### src/rtl/cam_front_pkg.sv
package cam_front_pkg;
    localparam int NUM_EV   = 4;
    localparam int EV_OVF   = 0;
    localparam int EV_LAST  = 1;
    localparam int EV_START = 2;
    localparam int EV_END   = 3;
    localparam int NUM_BARS = 8;

    typedef logic [NUM_EV-1:0] ev_vec_t;
endpackage

### src/rtl/cam_sync_edge.sv
module cam_sync_edge #(
    parameter int DW = 10
) (
    input  logic          clk,
    input  logic          rst_n,
    input  logic          cam_pclk,
    input  logic          cam_vsync,
    input  logic          cam_href,
    input  logic [DW-1:0] cam_data,
    input  logic          sel_par,
    input  logic          inv_pclk,
    input  logic          inv_vs,
    input  logic          inv_hr,
    output logic          pix_stb,
    output logic          vs_act,
    output logic          hr_act,
    output logic [DW-1:0] pix_data
);
    typedef struct packed {
        logic [DW-1:0] dat;
        logic          pclk;
        logic          pclk_prev;
        logic          vs;
        logic          hr;
    } sync_t;

    sync_t s_d, s_q;
    logic  fall_mode;

    always_comb begin
        s_d           = s_q;
        s_d.dat       = cam_data;
        s_d.pclk      = cam_pclk;
        s_d.pclk_prev = s_q.pclk;
        s_d.vs        = cam_vsync;
        s_d.hr        = cam_href;
    end

    always_ff @(posedge clk or negedge rst_n) begin
        if (!rst_n) s_q <= '0;
        else        s_q <= s_d;
    end

    // Polarity bits only count on the parallel bus
    assign fall_mode = sel_par & inv_pclk;
    assign pix_stb   = fall_mode ? (s_q.pclk_prev & ~s_q.pclk)
                                 : (~s_q.pclk_prev & s_q.pclk);
    assign vs_act    = s_q.vs ^ (sel_par & inv_vs);
    assign hr_act    = s_q.hr ^ (sel_par & inv_hr);
    assign pix_data  = s_q.dat;
endmodule

### src/rtl/cam_window.sv
module cam_window #(
    parameter int CW = 12
) (
    input  logic          clk,
    input  logic          rst_n,
    input  logic          stb,
    input  logic          vs,
    input  logic          hr,
    input  logic          crop_en,
    input  logic [CW-1:0] frame_w,
    input  logic [CW-1:0] frame_h,
    input  logic [CW-1:0] off_l,
    input  logic [CW-1:0] off_t,
    input  logic [CW-1:0] rem_r,
    input  logic [CW-1:0] rem_b,
    output logic          in_win,
    output logic          at_first,
    output logic          at_last,
    output logic          frame_go,
    output logic          line_idle,
    output logic [CW-1:0] win_w
);
    localparam logic [CW-1:0] ONE = CW'(1);

    typedef struct packed {
        logic [CW-1:0] x;
        logic [CW-1:0] y;
        logic          vs_prev;
        logic          hr_prev;
    } pos_t;

    pos_t p_d, p_q;
    logic [CW-1:0] lo_x, lo_y, hi_x, hi_y;
    logic          live;

    always_comb begin
        lo_x = crop_en ? off_l : '0;
        lo_y = crop_en ? off_t : '0;
        hi_x = frame_w - (crop_en ? rem_r : '0);
        hi_y = frame_h - (crop_en ? rem_b : '0);
        win_w = hi_x - lo_x;

        live      = stb & hr & ~vs;
        in_win    = live && (p_q.x >= lo_x) && (p_q.x < hi_x)
                         && (p_q.y >= lo_y) && (p_q.y < hi_y);
        at_first  = in_win && (p_q.x == lo_x) && (p_q.y == lo_y);
        at_last   = in_win && (p_q.x == hi_x - ONE) && (p_q.y == hi_y - ONE);
        frame_go  = stb & vs & ~p_q.vs_prev;
        line_idle = stb & ~hr;

        p_d = p_q;
        if (stb) begin
            p_d.vs_prev = vs;
            p_d.hr_prev = hr;
            if (vs) begin
                p_d.x = '0;
                p_d.y = '0;
            end else if (hr) begin
                p_d.x = p_q.x + ONE;
            end else begin
                p_d.x = '0;
                if (p_q.hr_prev) p_d.y = p_q.y + ONE;
            end
        end
    end

    always_ff @(posedge clk or negedge rst_n) begin
        if (!rst_n) p_q <= '0;
        else        p_q <= p_d;
    end
endmodule

### src/rtl/cam_bars.sv
module cam_bars #(
    parameter int DW = 10,
    parameter int CW = 12
) (
    input  logic          clk,
    input  logic          rst_n,
    input  logic          adv,
    input  logic          clr,
    input  logic [CW-1:0] win_w,
    output logic [DW-1:0] colour
);
    localparam int unsigned   STEP  = ((2 ** DW) - 1) / (cam_front_pkg::NUM_BARS - 1);
    localparam logic [CW:0]   EIGHT = (CW+1)'(cam_front_pkg::NUM_BARS);

    typedef struct packed {
        logic [CW-1:0] acc;
        logic [2:0]    bar;
    } bar_t;

    bar_t b_d, b_q;
    logic [CW:0] sum;

    always_comb begin
        b_d = b_q;
        sum = {1'b0, b_q.acc} + EIGHT;
        // Bar index tracks floor(8k/W) with a remainder accumulator
        if (clr) begin
            b_d = '0;
        end else if (adv) begin
            if (sum >= {1'b0, win_w}) begin
                b_d.acc = CW'(sum - {1'b0, win_w});
                if (b_q.bar != 3'd7) b_d.bar = b_q.bar + 3'd1;
            end else begin
                b_d.acc = CW'(sum);
            end
        end
        colour = DW'({29'd0, ~b_q.bar} * STEP);
    end

    always_ff @(posedge clk or negedge rst_n) begin
        if (!rst_n) b_q <= '0;
        else        b_q <= b_d;
    end
endmodule

### src/rtl/cam_irq.sv
module cam_irq
    import cam_front_pkg::*;
(
    input  logic    clk,
    input  logic    rst_n,
    input  ev_vec_t ev_set,
    input  ev_vec_t ev_clr,
    input  ev_vec_t dis,
    input  logic    to_mem,
    output ev_vec_t pend,
    output logic    irq
);
    ev_vec_t pend_d, pend_q;
    ev_vec_t allow;

    always_comb begin
        // New events win over a clear in the same cycle
        pend_d = (pend_q & ~ev_clr) | ev_set;
        allow  = to_mem ? '1 : ev_vec_t'((1 << EV_OVF) | (1 << EV_LAST));
        irq    = |(pend_q & ~dis & allow);
    end

    always_ff @(posedge clk or negedge rst_n) begin
        if (!rst_n) pend_q <= '0;
        else        pend_q <= pend_d;
    end

    assign pend = pend_q;
endmodule

### src/rtl/cam_crop_front.sv
module cam_crop_front
    import cam_front_pkg::*;
#(
    parameter int DW = 10,
    parameter int CW = 12
) (
    input  logic          clk,
    input  logic          rst_n,
    input  logic          cam_pclk,
    input  logic          cam_vsync,
    input  logic          cam_href,
    input  logic [DW-1:0] cam_data,
    input  logic          cfg_parallel,
    input  logic          cfg_pclk_fall,
    input  logic          cfg_vsync_low,
    input  logic          cfg_href_low,
    input  logic [CW-1:0] cfg_frame_w,
    input  logic [CW-1:0] cfg_frame_h,
    input  logic          cfg_crop_en,
    input  logic [CW-1:0] cfg_off_left,
    input  logic [CW-1:0] cfg_off_top,
    input  logic [CW-1:0] cfg_rem_right,
    input  logic [CW-1:0] cfg_rem_bottom,
    input  logic          cfg_capture_en,
    input  logic          cfg_test_bars,
    input  logic          cfg_to_mem,
    input  logic [3:0]    cfg_irq_dis,
    input  logic [3:0]    sts_clr,
    input  logic          out_ready,
    output logic          out_valid,
    output logic [DW-1:0] out_data,
    output logic          out_sof,
    output logic          out_eof,
    output logic [3:0]    sts_pend,
    output logic          irq
);
    typedef struct packed {
        logic          cap_act;
        logic          vld;
        logic          sof;
        logic          eof;
        logic [DW-1:0] dat;
    } out_t;

    out_t    o_d, o_q;
    ev_vec_t ev;

    logic          pix_stb, vs_act, hr_act;
    logic [DW-1:0] pix_data, bar_colour;
    logic          in_win, at_first, at_last, frame_go, line_idle;
    logic [CW-1:0] win_w;

    cam_sync_edge #(.DW(DW)) u_sync (
        .clk      (clk),
        .rst_n    (rst_n),
        .cam_pclk (cam_pclk),
        .cam_vsync(cam_vsync),
        .cam_href (cam_href),
        .cam_data (cam_data),
        .sel_par  (cfg_parallel),
        .inv_pclk (cfg_pclk_fall),
        .inv_vs   (cfg_vsync_low),
        .inv_hr   (cfg_href_low),
        .pix_stb  (pix_stb),
        .vs_act   (vs_act),
        .hr_act   (hr_act),
        .pix_data (pix_data)
    );

    cam_window #(.CW(CW)) u_win (
        .clk      (clk),
        .rst_n    (rst_n),
        .stb      (pix_stb),
        .vs       (vs_act),
        .hr       (hr_act),
        .crop_en  (cfg_crop_en),
        .frame_w  (cfg_frame_w),
        .frame_h  (cfg_frame_h),
        .off_l    (cfg_off_left),
        .off_t    (cfg_off_top),
        .rem_r    (cfg_rem_right),
        .rem_b    (cfg_rem_bottom),
        .in_win   (in_win),
        .at_first (at_first),
        .at_last  (at_last),
        .frame_go (frame_go),
        .line_idle(line_idle),
        .win_w    (win_w)
    );

    cam_bars #(.DW(DW), .CW(CW)) u_bars (
        .clk   (clk),
        .rst_n (rst_n),
        .adv   (in_win),
        .clr   (line_idle | frame_go),
        .win_w (win_w),
        .colour(bar_colour)
    );

    always_comb begin
        o_d     = o_q;
        o_d.vld = 1'b0;
        o_d.sof = 1'b0;
        o_d.eof = 1'b0;
        ev      = '0;

        // Capture enable is only taken at a frame boundary
        if (frame_go) begin
            o_d.cap_act  = cfg_capture_en;
            ev[EV_START] = cfg_capture_en;
        end

        if (in_win && o_q.cap_act) begin
            if (out_ready) begin
                o_d.vld = 1'b1;
                o_d.sof = at_first;
                o_d.eof = at_last;
                o_d.dat = cfg_test_bars ? bar_colour : pix_data;
            end else begin
                ev[EV_OVF] = 1'b1;
            end
            if (at_last) begin
                ev[EV_END]  = 1'b1;
                ev[EV_LAST] = ~cfg_capture_en;
            end
        end
    end

    always_ff @(posedge clk or negedge rst_n) begin
        if (!rst_n) o_q <= '0;
        else        o_q <= o_d;
    end

    cam_irq u_irq (
        .clk   (clk),
        .rst_n (rst_n),
        .ev_set(ev),
        .ev_clr(sts_clr),
        .dis   (cfg_irq_dis),
        .to_mem(cfg_to_mem),
        .pend  (sts_pend),
        .irq   (irq)
    );

    assign out_valid = o_q.vld;
    assign out_sof   = o_q.sof;
    assign out_eof   = o_q.eof;
    assign out_data  = o_q.dat;
endmodule

### config.mk
export PLATFORM = sky130hd
export DESIGN_NAME = cam_crop_front
export DESIGN_NICKNAME = d
export VERILOG_FILES = /design/src/rtl/cam_front_pkg.sv /design/src/rtl/cam_sync_edge.sv /design/src/rtl/cam_window.sv /design/src/rtl/cam_bars.sv /design/src/rtl/cam_irq.sv /design/src/rtl/cam_crop_front.sv
export SDC_FILE = /design/constraint.sdc
export NUM_CORES = 1
export LEC_CHECK = 0
export BUFFER_PORTS_ARGS = -buffer_cell sky130_fd_sc_hd__clkbuf_2
export CAP_MARGIN = 5
export CELL_PAD_IN_SITES_DETAIL_PLACEMENT = 0
export CELL_PAD_IN_SITES_GLOBAL_PLACEMENT = 2
export CORE_MARGIN = 4
export CORE_UTILIZATION = 37
export CTS_CLUSTER_DIAMETER = 100
export DETAILED_ROUTE_END_ITERATION = 8
export GPL_TIMING_DRIVEN = 0
export PLACE_DENSITY = 0.88
export SYNTH_ARGS = -nofsm -noshare
export SYNTH_HDL_FRONTEND = slang
export SYNTH_SLANG_ARGS = --single-unit
### constraint.sdc
create_clock -name clk -period 4.6 [get_ports clk]
set_input_delay 0.46 -clock clk [delete_from_list [all_inputs] [get_ports clk]]
set_output_delay 0.46 -clock clk [all_outputs]
set_load 0.05 [all_outputs]
* Yosys cells after proc, flatten, opt, wreduce, memory -nomap -nowiden
Cells that the tools add are included.
Word-level totals: bits in registers 73, input bits 104
Operators by class: add/subtract/negate cells 10, multiply operators 1, order comparisons 5, equality and inequality tests 6, muxes and demuxes 24, bitwise gates (word level) 26, reduce and logical (&&, ||, !) cells 17
Operators with widths (number):
- 12-bit 2-to-1 mux | 8
- 12-bit equality test | 4
- 12-bit subtractor | 4
- 15-bit 2-to-1 mux | 2
- 13-bit 2-to-1 mux | 2
- 12-bit by 1-bit adder with 12-bit output (second input constant) | 2
- 12-bit >= comparator | 2
- 12-bit < comparator | 2
- 24-bit 2-to-1 mux | 1
- 12-bit by 1-bit subtractor with 12-bit output (second input constant) | 2
- 12-bit by 4-bit adder with 13-bit output (second input constant) | 1
- 13-bit by 12-bit >= comparator with 1-bit output | 1
- 4-bit AND | 3
- 1-bit AND | 10
- 10-bit 2-to-1 mux | 1
- 1-bit logical AND | 9
- 3-bit by 7-bit multiplier with 9-bit output (second input constant) | 1
- 4-bit NOT | 2
- 2-bit nonzero test | 4
- 1-bit 2-to-1 mux | 6
- 3-bit 2-to-1 mux | 2
- 1-bit NOT | 6
- 3-bit AND reduction | 2
- 4-bit 2-to-1 mux | 1
- 10 further kinds | 11

* Logic depth before layout (Yosys ltp)
Gate-level depths: netlist of the first run.
depth in word-level cells 14, depth in mapped cells 26, gate-level depth less buffers 24

* By module
Synthesis of the first run repeated with hierarchy kept, for this count alone.
Second synthesis, totals: cell total of the unflattened synthesis 957, area, all modules 8067.7 um^2
By module, submodules not included:
- cam_window | instances 1, cells an instance 642, area an instance 4981.0 um^2, seq. area each 650.6 um^2
- cam_bars | instances 1, cells an instance 198, area an instance 1647.8 um^2, seq. area each 375.4 um^2
- cam_crop_front | instances 1, cells an instance 69, area an instance 788.3 um^2, seq. area each 350.3 um^2
- cam_sync_edge | instances 1, cells an instance 32, area an instance 479.2 um^2, seq. area each 350.3 um^2
- cam_irq | instances 1, cells an instance 16, area an instance 171.4 um^2, seq. area each 100.1 um^2

* Worst setup path before layout of the first run
OpenSTA, ideal clock, no wires.
kind in2reg, start input cfg_crop_en, end register u_bars.b_q[0] (netlist name), arrival 5466 ps, required time 4472 ps, slack -994 ps, stages 25, path buffers 3, path through clkbuf_1 clkbuf_1 nand2_1 fa_1 xnor2_1 inv_1 ha_1 a21oi_1 nor2_1 nor2_1 o21ai_0 maj3_1 nand2_1 nand2_1 a21oi_1 xnor2_1 ha_1 nand3_1 a21oi_1 nor3_1 nor3b_1 or2_2 buf_2 nand4b_1 mux2i_1
Between the ends: cells in the longest elaborated chain, start to end 8, elaborated cells between the ends (all ways) 19, classes of those cells 3 x add/sub; 5 x order compare; 4 x mux; 7 x reduce/logical
Ends and longest elaborated chain:
- start: declaration | line cam_crop_front.sv:19 | input logic cfg_crop_en,
- parallel branches: the longest is 7 deep, another holds 13-bit by 12-bit >= comparator with 1-bit output
- 3-bit AND reduction (no line) *
- end signal: assignment | line cam_bars.sv:41 | if (!rst_n) b_q <= '0;
- end signal: assignment | line cam_bars.sv:42 | else b_q <= b_d;
- end: declaration | line cam_bars.sv:20 | bar_t b_d, b_q;
Every way passes the cells marked *. A chain may end at the register's enable or synchronous reset.

* Final worst setup path of the first run
start input cfg_crop_en, end register u_bars.b_q[12] (netlist name)
Between the ends: cells in the longest elaborated chain, start to end 7, elaborated cells between the ends (all ways) 21, classes of those cells 4 x add/sub; 5 x order compare; 7 x mux; 5 x reduce/logical
Ends and longest elaborated chain:
- 12-bit 2-to-1 mux (on tied branches) | line cam_window.sv:39, cam_window.sv:37
- 12-bit subtractor / 12-bit >= comparator (equally long branches) | line cam_window.sv:39, cam_window.sv:44
- 12-bit subtractor (tied with other cells) | line cam_window.sv:41 | win_w = hi_x - lo_x;
- 12-bit subtractor (tied with other cells) | line cam_bars.sv:31 | b_d.acc = CW'(sum - {1'b0, win_w});
- 12-bit 2-to-1 mux / 1-bit logical AND (equally long branches) | line cam_bars.sv:30, cam_window.sv:45
- 15-bit 2-to-1 mux / 1-bit logical AND (equally long branches) | line cam_bars.sv:29, cam_window.sv:45
- 15-bit 2-to-1 mux / 2-bit nonzero test (equally long branches)
Parallel ways exist; a longest one is shown, timed or not. The select of a mux whose other input is x is not followed.

==> metrics.md, run 1 <==
| Metric | Value |
|---|---|
| DRT Pass-1 Iters | `4` |
| Final hold violations | `0` |
| Num CTS Buffers | `9` |
| CP endpoint kind | `flop` |
| Clk_skew | `7.84 ps` |
| Unique cell type count in the Yosys netlist | `84` |
| CTS tree | `yes` |
| Async SR Flop Fraction | `100%` |
| Tmin final | `4580 ps` |
| Max transition margin | `57.8%` |
| Ranking of synthesized cells by area | `dfrtp_1 (24%), ha_1 (15%), xnor2_1 (6.0%)` |
| Initial core utilization | `37.9%` |
| Die area | `23300 sq um` |
| Yosys warning count | `0` |
| Syn Nets | `1141` |
| Vias per inst | `5.16` |
| Chip Width | `153 um` |
| Pwr Total | `2570 uW` |
| Leak pwr | `0.00480 uW` |
| WP data required | `4820 ps` |
| Fin nets | `1304` |
| Clock slew at reported path FFs | `70 ps` |
| Final Instance Count excl. Fillers | `1377` |
| Unrepaired setup endpoints after global routing | `yes` |
| Wire per inst | `15.5 um` |
| Synthesized flop and latch total | `73` |
| Max cap viols | `0` |
| Root Driver | `clkbuf_16` |
| Total number of vias | `7100` |
| Grt total ovfl | `0` |
| Initial antenna violation count | `0` |
| Gr usage total | `17.9%` |
| Critical path class | `input pin to flop` |
| Power per Cell Area | `264 nW/um^2` |
| Fillcell total | `2062` |
| Slack of the critical path | `24.8 ps` |
| Vias in the first global route | `6923` |
| Pre-CTS setup slack | `-1080 ps` |
| Post-Syn Instances | `939` |
| Die H | `153 um` |
| Max rail drop VDD | `0.000153 V` |
| Mapped Area | `7750 sq um` |
| Critical path arrival | `4800 ps` |
| Largest net degree at the start of global routing | `47` |
| Critical path launch point type | `input pin` |
| Status | `completed` |
| Seq/Total Area, Yosys | `23.6%` |
| Final slew viol count | `0` |
| ANT nets after route | `0` |
| Final core utilization | `47.6%` |
| Tcrit/Tclk final | `99.5%` |
| EDFF count, synth | `0` |
| I/O Buffers | `121` |
| Global-route wire length before repair | `34.8 mm` |
| Commonest register cell after synthesis | `dfrtp_1` |
| Routed WL | `21.3 mm` |
| Total core area | `20400 sq um` |
| Area Growth Syn to Fin | `25.5%` |
| Placed instance count | `1331` |
| Clock sinks | `73` |
| Worst Hold Class | `input pin to async pin` |
| F_max | `0.219 GHz` |
| Mean Syn Cell Area | `8.26 sq um` |
| CP Max Fanout | `8` |
| Synth top area share | `23.6%` |
| Slew at the pin closest to its max-slew limit | `630 ps` |
| Setup_tns | `0 ps` |
| # DRC | `0` |
| Max Root-Sink Buffers | `2` |
| Site Rows | `52` |
| Detailed placement HPWL | `16.9 mm` |
| 1st-iter DRT viols | `337` |
| Final Wtd Congestion | `0.801` |
| Setup violators final | `0` |
| Yosys top cell by area | `dfrtp_1` |
| Number of diodes | `0` |
| I/O Pins | `122` |
| CTS H-Tree Depth | `3` |
| Layout cells sized above 1 | `25.3%` |
| Clk_lat worst skew | `340 ps` |
-- logic make-up after synthesis --
family	after synthesis	synth area share, %
buf+inv	112	6.17
flops	73	23.6
fa+ha+maj	100	16.5
compound gates	234	20.2
mux	19	2.97
xor+xnor	82	9.80
simple gates	319	20.8
-- synthesized netlist by cell type, types with 4 or more instances --
| library cell | instances |
|---|---|
| or3_1 | 5 |
| and3_1 | 14 |
| nor4_1 | 4 |
| mux2_4 | 7 |
| xnor2_1 | 53 |
| o41ai_1 | 4 |
| and4_1 | 4 |
| nand4_1 | 20 |
| o31ai_1 | 5 |
| nor2_1 | 54 |
| or2_2 | 5 |
| nand3_1 | 28 |
| and2_1 | 7 |
| a21oi_1 | 51 |
| and4b_1 | 4 |
| o21ai_0 | 65 |
| o2111ai_1 | 4 |
| dfrtp_1 | 73 |
| o21a_1 | 14 |
| nor3_1 | 19 |
| o211ai_1 | 6 |
| ha_1 | 94 |
| buf_2 | 6 |
| buf_4 | 11 |
| o21bai_1 | 4 |
| nor2b_1 | 10 |
| a211o_1 | 9 |
| a21o_1 | 19 |
| nand2b_1 | 14 |
| a31oi_1 | 6 |
| xor2_1 | 26 |
| inv_1 | 74 |
| mux2i_1 | 8 |
| clkbuf_1 | 17 |
| fa_1 | 4 |
| mux2_2 | 4 |
| a2111oi_0 | 4 |
| nand2_1 | 110 |
| a211oi_1 | 8 |
-- final cells by class --
cell class | instances | area [sq um] | area share [%]
Buffer | 35 | 240 | 2.47
Multi-Input combinational cell | 755 | 5830 | 59.9
Clock buffer | 9 | 225 | 2.31
Tap cell | 270 | 338 | 3.47
Timing Repair Buffer | 153 | 917 | 9.43
Sequential cell | 73 | 1830 | 18.8
Inverter | 75 | 282 | 2.89
Clock inverter | 7 | 70.1 | 0.720
-- cell usage in the layout (no fill, tap or decap), types with 6 or more instances in the layout --
cell and count:
dfrtp_1 73, a21o_1 19, nand3_1 26, o21ai_2 7
mux2_4 7, mux2i_1 8, a211o_1 8, clkbuf_1 12
buf_4 40, o21ai_0 52, a211oi_1 8, nor2_1 53
ha_1 88, nand4_1 20, and3_1 14, nor3_1 17
inv_1 70, o21a_1 14, o21ai_1 9, o211ai_1 6
clkbuf_16 12, clkbuf_2 120, xor2_1 24, a21oi_1 46
xnor2_1 48, nor2b_1 9, a31oi_1 6, nand2_1 108
nand2b_1 14
-- worst max-delay path, cell delays in order --
cell and delay (ps):
clkbuf_16 140, and2_4 160, ha_4 150, inv_2 50, fa_2 490, fa_2 400
a21oi_2 150, nor2_1 60, nor2_1 130, o21ai_1 90, maj3_2 330, nand2_1 80
nand2_1 60, a21oi_2 190, xnor2_1 160, ha_2 340, buf_4 150, nand3_2 80
nor3_4 50, a211o_4 370, buf_12 150, o21ai_1 180, o41ai_2 100, a211o_1 260
-- worst paths after layout --
path	startpoint	end	slack (ps)	cells past startpoint
worst max-delay path	cfg_crop_en	u_bars.b_q[12]	20	24
worst min-delay path	rst_n	out_valid	70	1
worst max register to register	u_win.p_q[3]	out_data[4]	1260	13
worst min register to register	u_sync.s_d[2]	u_sync.s_q[2]	460	0
max in group asynchronous	rst_n	u_bars.b_q[11]	3970	2
min in group clk	cam_data[5]	u_sync.pix_data[5]	220	1
-- registers in the layout, summed over array words and instances, names as in the netlist --
register	cells
o_q	1
out_data	10
out_eof	1
out_sof	1
out_valid	1
u_bars.b_q	15
u_irq.pend	4
u_sync.pix_data	10
u_sync.s_d	1
u_sync.s_q	3
u_win.p_q	26
-- power by group --
| part | internal [uW] | switching (uW) | leakage (uW) |
|---|---|---|---|
| clock network | 382 | 315 | 0.000142 |
| logic | 545 | 642 | 0.00368 |
| registers | 662 | 24.1 | 0.000978 |
-- stage by stage --
step | hold WS [ps] | area [sq um]
finish | 68.6 | 9730
global placement | 436 | 8880
global route | 96.0 | 9730
detailed placement | 448 | 8910
CTS | 77.3 | 9530
floorplan | 164 | 7940
-- layer usage --
layer | GRT usage [%] | wire [um] | up-vias
met5 | 0 | 0 | -
met4 | 4.58 | 401 | 0
met3 | 1.99 | 763 | 13
met2 | 29.7 | 9780 | 124
met1 | 24.9 | 10300 | 3283
li1 | - | - | 3680
-- what timing repair did --
item	4_1_cts	5_1_grt
gates cloned	1	1
endpoints found under the setup margin	31	31
setup buffers	20	10
gates resized for setup	37	30
hold buffers	0	0
pin swaps	27	32
(Power assumes the default switching activity.)
==> run 2, diff against run 1 <==
--- a/config.mk
+++ b/config.mk
@@ -10,11 +10,12 @@
 export CELL_PAD_IN_SITES_DETAIL_PLACEMENT = 0
 export CELL_PAD_IN_SITES_GLOBAL_PLACEMENT = 2
 export CORE_MARGIN = 4
-export CORE_UTILIZATION = 37
+export CORE_UTILIZATION = 35
 export CTS_CLUSTER_DIAMETER = 100
 export DETAILED_ROUTE_END_ITERATION = 8
 export GPL_TIMING_DRIVEN = 0
-export PLACE_DENSITY = 0.88
+export PLACE_DENSITY = 0.84
+export SETUP_SLACK_MARGIN = 0.1
 export SYNTH_ARGS = -nofsm -noshare
 export SYNTH_HDL_FRONTEND = slang
 export SYNTH_SLANG_ARGS = --single-unit
==> constraint.sdc (replaced) <==
create_clock -name clk -period 5.25 [get_ports clk]
set_input_delay 0.525 -clock clk [delete_from_list [all_inputs] [get_ports clk]]
set_output_delay 0.525 -clock clk [all_outputs]
set_load 0.05 [all_outputs]
==> run 2 against run 1 <==
Net effect:
- sequential power decreased by 12%
- design area decreased by 2.9%
- largest cell class unchanged
- critical endpoint is now u_bars.b_q[1]
- via count decreased by 0.34%
- core utilization decreased by 4.4 points
- register-to-register slack improved by 490 ps
- setup slack improved by 330 ps
- wire length increased by 0.72%
==> metrics.md, run 2 (synthesis gave the netlist of run 1 again) <==
| Metric | Value |
|---|---|
| DRT Pass-1 Iters | `5` |
| Buf+Inv Stages, Crit Path | `4` |
| Max cap viols | `0` |
| Total core area | `21800 sq um` |
| Vias in the first global route | `6708` |
| Clock sinks | `73` |
| Max reg flops | `26` |
| Routed WL | `21.4 mm` |
| Clk_lat worst skew | `340 ps` |
| Fin nets | `1285` |
| Number of diodes | `0` |
| Detailed placement HPWL | `17.4 mm` |
| Area Growth Syn to Fin | `21.8%` |
| I/O Buffers | `121` |
| Placed instance count | `1341` |
| Max transition margin | `56.5%` |
| Tmin final | `4900 ps` |
| Crit path from | `cfg_crop_en` |
| ANT nets after route | `0` |
| Gr usage total | `17.3%` |
| Hold_buf cts | `0` |
| Site Rows | `54` |
| I/O Pins | `122` |
| CP Max Fanout | `10` |
| Grt total ovfl | `0` |
| Initial core utilization | `35.5%` |
| Commonest non-fill, non-tap cell in the layout | `clkbuf_2` |
| Clock slew at reported path FFs | `70 ps` |
| Unrepaired setup endpoints after global routing | `no` |
| Largest net degree at the start of global routing | `47` |
| CP top delay family | `adder cells` |
| Most frequent cells in the layout | `clkbuf_2 (122), nand2_1 (108), ha_1 (88)` |
| WP data required | `5510 ps` |
| Final core utilization | `43.3%` |
| Critical path class | `input pin to flop` |
| Die area | `24600 sq um` |
| CP endpoint kind | `flop` |
| Final Wtd Congestion | `0.820` |
| Tcrit/Tclk final | `93.3%` |
| Status | `completed` |
| CP max-delay cell | `fa_2` |
| Num CTS Buffers | `9` |
| CTS H-Tree Depth | `3` |
| Worst Hold Class | `input pin to async pin` |
| Setup violators final | `0` |
| # DRC | `0` |
| Power per Cell Area | `235 nW/um^2` |
| Worst path max stage delay | `490 ps` |
| Final hold violations | `0` |
| 1st-iter DRT viols | `284` |
| Top flop regs | `u_win.p_q: 26 flops, u_bars.b_q: 15 flops` |
| Leak pwr | `0.00465 uW` |
| Initial antenna violation count | `0` |
| Layout cells sized above 1 | `23.2%` |
| F_max | `0.204 GHz` |
| Wire per inst | `15.7 um` |
| Max Root-Sink Buffers | `2` |
| Pre-CTS setup slack | `-1190 ps` |
| Final Instance Count excl. Fillers | `1368` |
| Chip Width | `157 um` |
| Clk_skew | `6.59 ps` |
| Final slew viol count | `0` |
| Global-route wire length before repair | `34.3 mm` |
| CTS tree | `yes` |
| Largest register by flop count | `u_win.p_q` |
| Die H | `157 um` |
| Crit Reg-Reg Startpoint | `u_win.p_q[3]` |
| Total number of vias | `7076` |
| Slack of the critical path | `353 ps` |
| Vias per inst | `5.17` |
| Max rail drop VDD | `0.000119 V` |
| Slew at the pin closest to its max-slew limit | `651 ps` |
| Root Driver | `clkbuf_16` |
| Critical path launch point type | `input pin` |
| Critical path arrival | `5160 ps` |
run 2: cell count changes in the layout (fill, tap and decap cells not counted), moves of 3 or more:
cell     delta
or2_4       -3
buf_4      -17
o21ai_1     -4
o21ai_2     -3
o21ai_0     +7
run 2: metrics by stage:
stage | area, sq um | setup TNS (ps) | total power [uW] | hold WS (ps)
after floorplan | 7780 | 0 | 1270 | 229
after global placement | 8740 | -22710 | 1490 | 411
after detailed placement | 8770 | -22850 | 1500 | 409
after CTS | 9290 | 0 | 2200 | 154
after global routing | 9440 | 0 | 2390 | 170
final | 9440 | 0 | 2220 | 143
run 2: layer usage:
metal  vias up  part of all wire, %  track usage (%)
met1      3290                   49             24.6
met4         0                 0.67             2.98
li1       3641                    -                -
met5         -                    0                0
met2       134                   46             28.9
met3        11                  4.0             1.96
run 2: worst paths after layout:
kind / to / slack (ps) / cells past startpoint
min reg2reg: u_sync.s_q[2] / 420 / 0
max in group asynchronous: u_bars.b_q[9] / 4520 / 2
min: u_sync.pix_data[7] / 140 / 1
max reg2reg: u_irq.pend[1] / 1750 / 13
min in group clk: u_sync.pix_data[8] / 280 / 1
max: u_bars.b_q[1] / 350 / 25
run 2: report_power, final:
group	switching (uW)	leakage, uW	internal, uW
logic	535	0.00352	434
clock network	272	0.000150	379
registers	21.0	0.000978	580
total	828	0.00465	1390
run 2: what timing repair did:
action                     in CTS  in global routing
pin swaps                      11                 11
setup endpoints to repair      30                 28
setup buffers                   9                  2
resized for setup              26                 37
run 2: layout make-up:
| type | count | area (sq um) |
|---|---|---|
| fillers | 2298 | 12400 |
| multi-input cells | 754 | 5700 |
| flip-flops and latches | 73 | 1830 |
| repair buffers | 133 | 733 |
| well taps | 280 | 350 |
| inverters | 75 | 282 |
| plain buffers | 37 | 244 |
| clock buffers | 9 | 225 |
| clock inverters | 7 | 86.3 |
run 2: worst register-to-register path, cell delays in order (launching register included):
cell and delay (ps):
dfrtp_1 590, ha_1 300, nor2b_1 130, o21a_1 160, o21a_1 170, o21a_1 160
o21a_1 160, o211ai_1 190, a21oi_1 140, nor4bb_2 390, clkbuf_2 310, buf_2 290
nand3_2 160, o32ai_2 260
